--- config.mk ---
export PLATFORM = sky130hd
export DESIGN_NAME = depth_cascade_mem
export DESIGN_NICKNAME = d
export VERILOG_FILES = /design/src/rtl/mem_cascade_pkg.sv /design/src/rtl/cascade_bank.sv /design/src/rtl/cascade_decode.sv /design/src/rtl/cascade_read_steer.sv /design/src/rtl/depth_cascade_mem.sv
export SDC_FILE = /design/constraint.sdc
export NUM_CORES = 2
export LEC_CHECK = 0
export BUFFER_PORTS_ARGS = -buffer_cell sky130_fd_sc_hd__buf_2
export CORE_ASPECT_RATIO = 0.6
export CORE_MARGIN = 1.5
export CORE_UTILIZATION = 40
export DETAILED_ROUTE_END_ITERATION = 16
export GPL_TIMING_DRIVEN = 1
export PLACE_DENSITY_LB_ADDON = 0.12
export REMOVE_ABC_BUFFERS = 1
export SETUP_SLACK_MARGIN = 0.3
export SLEW_MARGIN = 25
export SYNTH_ARGS = -nofsm -noshare
export SYNTH_HDL_FRONTEND = slang
export SYNTH_HIERARCHICAL = 1
export SYNTH_SLANG_ARGS = --single-unit
--- constraint.sdc ---
create_clock -name clk -period 3.41 [get_ports clk]
set_input_delay 0.1705 -clock clk [delete_from_list [all_inputs] [get_ports clk]]
set_output_delay 0.1705 -clock clk [all_outputs]
set_load 0.03 [all_outputs]
--- src/rtl/mem_cascade_pkg.sv ---
package mem_cascade_pkg;

    // Index width for a count of items, at least one bit.
    function automatic int idx_w(input int count);
        int w;
        w = 1;
        while ((1 << w) < count) begin
            w++;
        end
        return w;
    endfunction

    // Number of banks needed to cover a total depth.
    function automatic int bank_count(input int total, input int per_bank);
        return (total + per_bank - 1) / per_bank;
    endfunction

    // Width of the bank-select field, at least one bit.
    function automatic int sel_width(input int addr_w, input int off_w);
        return (addr_w > off_w) ? (addr_w - off_w) : 1;
    endfunction

endpackage

--- src/rtl/cascade_bank.sv ---
module cascade_bank #(
    parameter int DEPTH  = 64,
    parameter int DATA_W = 16,
    localparam int AW    = mem_cascade_pkg::idx_w(DEPTH)
) (
    input  logic              clk,
    input  logic              rst_n,
    input  logic              en,
    input  logic              we,
    input  logic              re,
    input  logic [AW-1:0]     addr,
    input  logic [DATA_W-1:0] wdata,
    output logic [DATA_W-1:0] rdata
);

    typedef struct packed {
        logic [DATA_W-1:0] rdata;
    } bank_state_t;

    bank_state_t st_d, st_q;
    logic [DATA_W-1:0] mem_q [DEPTH];
    logic              wr_go;
    logic              rd_go;

    always_comb begin
        wr_go = en && we;
        rd_go = en && re;
        st_d  = st_q;
        if (rd_go) begin
            st_d.rdata = mem_q[addr];
        end
    end

    always_ff @(posedge clk) begin
        if (!rst_n) begin
            st_q <= '0;
        end else begin
            st_q <= st_d;
        end
    end

    always_ff @(posedge clk) begin
        if (wr_go) begin
            mem_q[addr] <= wdata;
        end
    end

    assign rdata = st_q.rdata;

    // a bank that is not read keeps its output word
    p_bank_hold_r6: assert property (@(posedge clk) disable iff (!rst_n)
        !(en && re) |=> $stable(rdata));

endmodule

--- src/rtl/cascade_decode.sv ---
module cascade_decode #(
    parameter int  NUM_BANKS = 4,
    parameter int  SEL_W     = 2,
    parameter bit  USE_CE    = 1'b1,
    parameter bit  USE_RE    = 1'b1
) (
    input  logic [SEL_W-1:0]     addr_hi,
    input  logic                 cen,
    input  logic                 ren,
    input  logic                 wen,
    output logic [NUM_BANKS-1:0] bank_en,
    output logic [NUM_BANKS-1:0] bank_we,
    output logic                 rd_qual,
    output logic [SEL_W-1:0]     sel
);

    typedef struct packed {
        logic [NUM_BANKS-1:0] en;
        logic [NUM_BANKS-1:0] we;
        logic                 rdq;
        logic [SEL_W-1:0]     sel;
    } dec_t;

    dec_t dec_d;
    logic ce_term;
    logic re_term;

    always_comb begin
        ce_term     = USE_CE ? cen : 1'b1;
        re_term     = USE_RE ? ren : 1'b1;
        dec_d       = '0;
        dec_d.sel   = addr_hi;
        dec_d.rdq   = ce_term && re_term;
        for (int i = 0; i < NUM_BANKS; i++) begin
            dec_d.en[i] = ce_term && (addr_hi == SEL_W'(i));
            dec_d.we[i] = dec_d.en[i] && wen;
        end
    end

    assign bank_en = dec_d.en;
    assign bank_we = dec_d.we;
    assign rd_qual = dec_d.rdq;
    assign sel     = dec_d.sel;

    // at most one bank is touched per cycle
    always_comb begin
        p_bank_en_onehot_r3: assert ($onehot0(bank_en));
    end

    // no write strobe without the write request and chip enable
    always_comb begin
        p_we_needs_ce_r4: assert (!(|bank_we) || (wen && ce_term));
    end

endmodule

--- src/rtl/cascade_read_steer.sv ---
module cascade_read_steer #(
    parameter int NUM_BANKS = 4,
    parameter int SEL_W     = 2,
    parameter int DATA_W    = 16
) (
    input  logic                              clk,
    input  logic                              rst_n,
    input  logic                              rd_qual,
    input  logic [SEL_W-1:0]                  sel,
    input  logic [NUM_BANKS-1:0][DATA_W-1:0]  bank_rdata,
    output logic [DATA_W-1:0]                 rdata
);

    typedef struct packed {
        logic [SEL_W-1:0] sel;
    } steer_state_t;

    steer_state_t st_d, st_q;

    always_comb begin
        st_d = st_q;
        if (rd_qual) begin
            st_d.sel = sel;
        end
    end

    always_ff @(posedge clk) begin
        if (!rst_n) begin
            st_q <= '0;
        end else begin
            st_q <= st_d;
        end
    end

    always_comb begin
        rdata = '0;
        for (int i = 0; i < NUM_BANKS; i++) begin
            if (st_q.sel == SEL_W'(i)) begin
                rdata = bank_rdata[i];
            end
        end
    end

    // the select register holds without a qualified read
    p_sel_hold_r5: assert property (@(posedge clk) disable iff (!rst_n)
        !rd_qual |=> $stable(st_q.sel));

    // the select register takes the bank bits of a qualified read
    p_sel_load_r5: assert property (@(posedge clk) disable iff (!rst_n)
        rd_qual |=> (st_q.sel == $past(sel)));

endmodule

--- src/rtl/depth_cascade_mem.sv ---
module depth_cascade_mem #(
    parameter int  TOTAL_DEPTH = 256,
    parameter int  BANK_DEPTH  = 64,
    parameter int  DATA_W      = 16,
    parameter bit  USE_CE      = 1'b1,
    parameter bit  USE_RE      = 1'b1,
    localparam int ADDR_W      = mem_cascade_pkg::idx_w(TOTAL_DEPTH)
) (
    input  logic              clk,
    input  logic              rst_n,
    input  logic [ADDR_W-1:0] addr,
    input  logic [DATA_W-1:0] wdata,
    input  logic              wen,
    input  logic              cen,
    input  logic              ren,
    output logic [DATA_W-1:0] rdata
);

    localparam int OFF_W     = mem_cascade_pkg::idx_w(BANK_DEPTH);
    localparam int NUM_BANKS = mem_cascade_pkg::bank_count(TOTAL_DEPTH, BANK_DEPTH);
    localparam int SEL_W     = mem_cascade_pkg::sel_width(ADDR_W, OFF_W);

    logic [SEL_W-1:0]                 addr_hi;
    logic [NUM_BANKS-1:0]             bank_en;
    logic [NUM_BANKS-1:0]             bank_we;
    logic                             rd_qual;
    logic [SEL_W-1:0]                 sel;
    logic [NUM_BANKS-1:0][DATA_W-1:0] bank_rdata;

    generate
        if (ADDR_W > OFF_W) begin : g_hi_slice
            assign addr_hi = addr[ADDR_W-1:OFF_W];
        end else begin : g_hi_zero
            assign addr_hi = '0;
        end
    endgenerate

    cascade_decode #(
        .NUM_BANKS (NUM_BANKS),
        .SEL_W     (SEL_W),
        .USE_CE    (USE_CE),
        .USE_RE    (USE_RE)
    ) u_decode (
        .addr_hi (addr_hi),
        .cen     (cen),
        .ren     (ren),
        .wen     (wen),
        .bank_en (bank_en),
        .bank_we (bank_we),
        .rd_qual (rd_qual),
        .sel     (sel)
    );

    generate
        for (genvar b = 0; b < NUM_BANKS; b++) begin : g_bank
            cascade_bank #(
                .DEPTH  (BANK_DEPTH),
                .DATA_W (DATA_W)
            ) u_bank (
                .clk   (clk),
                .rst_n (rst_n),
                .en    (bank_en[b]),
                .we    (bank_we[b]),
                .re    (rd_qual),
                .addr  (addr[OFF_W-1:0]),
                .wdata (wdata),
                .rdata (bank_rdata[b])
            );
        end

        if (NUM_BANKS > 1) begin : g_steer
            cascade_read_steer #(
                .NUM_BANKS (NUM_BANKS),
                .SEL_W     (SEL_W),
                .DATA_W    (DATA_W)
            ) u_steer (
                .clk        (clk),
                .rst_n      (rst_n),
                .rd_qual    (rd_qual),
                .sel        (sel),
                .bank_rdata (bank_rdata),
                .rdata      (rdata)
            );
        end else begin : g_direct
            assign rdata = bank_rdata[0];
        end
    endgenerate

    // presented data does not move without a qualified read
    p_rdata_hold_r6: assert property (@(posedge clk) disable iff (!rst_n)
        !rd_qual |=> $stable(rdata));

    // the output is zero in the cycle after a reset edge
    p_rdata_reset_r1: assert property (@(posedge clk)
        !rst_n |=> (rdata == '0));

endmodule

==> results.yml <==
route:
  drc: 0
  vias_per_cell: 6.28
  drt_pre_antenna_iters: 6
  first_iter_violations: 15683
  wl_per_cell_microns: 38.3
  num_vias: 97447
  wl_microns: 594000
  antenna_left: 0
synth:
  syn_inst: 8913
  yosys-top-cells-area: "edfxtp_1 (76%), mux4_2 (3.4%), a221oi_1 (2.8%), mux2i_1 (2.7%), a22oi_1 (2.2%)"
  ys_async_sr_fraction_pct: 0
  synth_edf_count: 4096
  yosysWarnings: 6
  synth_seq_cells: 4162
  yosysTopAreaCellShare_pct: 76.1
  yosysTopAreaCell: "edfxtp_1"
  synth_common_cells: "edfxtp_1 (4096), a221oi_1 (508), nor2_1 (484)"
  synth.distinct_cells: 73
  syn_area_sq_um: 162000
  synth_most_common_cell: "edfxtp_1"
  synth.yosys.seq_area_share_pct: 76.9
  synth_area_per_cell_sq_um: 18.1
  synth_flop_cell: "edfxtp_1"
floorplan:
  io_pins: 45
  coreArea_sq_um: 402000
  placementRows: 180
  die_area_sq_um: 408000
  start_util_pct: 40.2
  die_y_microns: 495
  die_w_microns: 824
sta:
  setup_viol: 0
  worstMarginPinSlew_ns: 1.30
  worst_hold_slack_ns: 0.0948
  fmax_mhz: 318
  period_minus_slack_ns: 3.15
  setup_slack_ns: 0.261
  hold_viol: 0
  fin_crit_sh_pct: 92.3
  slew_violations: 0
  rsz0062_at_grt: "false"
  relSlewSlack_pct: 13.6
  skew_ns: 0.0419
placed_design:
  place_ws_ns: -0.139
  dpl_cell_area_sq_um: 176000
  dp_hpwl_microns: 384000
  numPortBuffers: 44
  routabilityCongestion: 0.982
pwr:
  p_leak_nw: 60.5
  vdd_drop_max_uv: 431
  p_switching_mw: 24.5
  comb_power_share_pct: 6.5
  p_int_mw: 82.1
  share_seq_of_total_power_pct: 52.7
  powerDensity_nw_per_um2: 565
  swShare_pct: 23.0
  p_clk_share_pct: 40.8
setup_path:
  worst_ep_arrival_time_ns: 4.00
  end_kind: "flop"
  start_kind: "flop"
  worst_ep_required_time_ns: 4.26
  crit_slowest_cell: "a22oi_1"
  crit_fanout: 1
  path_class: "flop to flop"
  critical-path-max-stage-delay_ns: 0.88
  crit_chain: "a22oi_1, o32ai_1, nor4_1, nand4_1, o221a_1"
cells_and_area:
  stdcell_area_sq_um: 189000
  layout-drive-gt1-share_pct: 23.7
  nNetsFinal: 9856
  syn2layout_area_growth_pct: 16.8
hold_path:
  hp-class: "input port to flop"
global_routing:
  grt_pass1_vias: 92655
  grt.overflow.total: 0
  gr-usage-all-layers_pct: 28.5
  antenna_found_initial: 47
  grt_pass1_wl_microns: 806000
  grt_max_degree: 121
cts:
  clkSlewWorstSetupHoldPaths_ns: 0.07
  h-tree-depth: 5
  cts_made_buffers: 394
  cts_root_buffer: "clkbuf_16"
  numClockSinks: 4162
  cts_tree: "done"
  insertion_delay_ns: 0.97
  clock_path_buffers: 4
  post_cts_buffers: 0
run_status:
  status: "finished, final reports clean"
flow_run:
  maxCapViolations: 0
[metal layers]
metal	up-vias	wire length (microns)	global-route usage, %
li1	38824	-	-
met4	28	14500	5.99
met5	-	172	0
met1	51648	262000	44.0
met2	6094	240000	39.1
met3	853	76700	9.15
[flip-flops by register name (all words and copies together), names as in the netlist]
register / cells
g_bank.u_bank/mem_q: 4096
g_bank.u_bank/rdata: 64
g_steer.u_steer/st_q: 2
[power groups by stage]
stage | registers (mW) | clock network (mW) | logic, mW
2_1_floorplan | 57.3 | 0 | 2.05
3_3_place_gp | 57.3 | 0 | 6.63
3_5_place_dp | 57.3 | 0 | 6.68
4_1_cts | 56.2 | 44.1 | 6.71
5_1_grt | 56.2 | 45.9 | 7.03
6_report | 56.2 | 43.6 | 6.89
[per-stage QoR]
stage | cells | util [%] | total power [mW] | setup TNS (ns)
after floorplan | 8279 | - | 59.3 | -165.95
final | 15523 | 47.0 | 107 | 0
after global placement | 14778 | 43.9 | 63.9 | -0.974
after CTS | 15507 | 47.0 | 107 | 0
after detailed placement | 14778 | 43.9 | 64.0 | -0.270
after global routing | 15510 | 47.0 | 109 | 0
[path summary, 6_finish.rpt]
kind	startpoint	endpoint	slack (ns)	depth (start not counted)
worst max-delay path	g_bank[2].u_bank/mem_q[15][15]	g_bank[2].u_bank/rdata[15]	0.26	5
worst min-delay path	wdata[9]	g_bank[1].u_bank/mem_q[60][9]	0.09	2
worst max register to register	g_bank[2].u_bank/mem_q[15][15]	g_bank[2].u_bank/rdata[15]	0.26	5
worst min register to register	g_bank[1].u_bank/rdata[1]	g_bank[1].u_bank/rdata[1]	0.60	2
[placed cells by master, fill, tap and decap left out, drive strengths merged, types with 21 or more instances in the layout]
cell type    netlist  layout
a21oi            184     184
o22ai            192     192
mux4             260     260
inv               12      21
a221o             36      36
clkbuf           152     487
a22oi            472     472
clkinv             0     169
mux2i            430     430
bufinv             0      32
mux2             264     264
nor2             492     492
nand2            320     320
edfxtp          4096    4096
nor3              76      76
o21ai            280     280
nor2b             30      30
nand3             36      36
o2bb2ai           28      28
o21a              24      24
dlygate4sd3        0      21
a31oi             72      72
a2111oi           28      28
dfxtp             66      66
a221oi           532     532
nor4              28      28
and2              21      21
buf              482    1131
[layout make-up]
| cell class | instances | area [sq um] |
|---|---|---|
| multi-input cells | 4105 | 34000 |
| well taps | 5369 | 6720 |
| repair buffers | 1152 | 11400 |
| flip-flops and latches | 4162 | 124000 |
| inverters | 12 | 50.0 |
| fillers | 34052 | 213000 |
| diodes | 15 | 37.5 |
| clock inverters | 221 | 1980 |
| clock buffers | 487 | 10300 |
[cell families after synthesis]
| kind of cell | count (synthesis) | synth area share (%) |
|---|---|---|
| buffers and inverters | 646 | 2.40 |
| flip-flops | 4162 | 76.9 |
| multiplexers | 954 | 8.23 |
| AND/OR/NAND/NOR | 1111 | 3.04 |
| AO/OA/AOI/OAI | 2040 | 9.40 |
[critical path: cells and delay by family, from the launching register on]
kind	cells	cell delay (ns)
AO/OA/AOI/OAI	3	1.45
AND/OR/NAND/NOR	2	1.19
flip-flops	1	0.41
[repair_timing]
| item | CTS | global route |
|---|---|---|
| endpoints found under the setup margin | 9 | 1 |
| gates resized for setup | 1 | 1 |
| pin swaps | 0 | 0 |
| hold buffers | 21 | 0 |
| endpoints found under the hold margin | 1517 | 0 |
(Power assumes the default switching activity.)
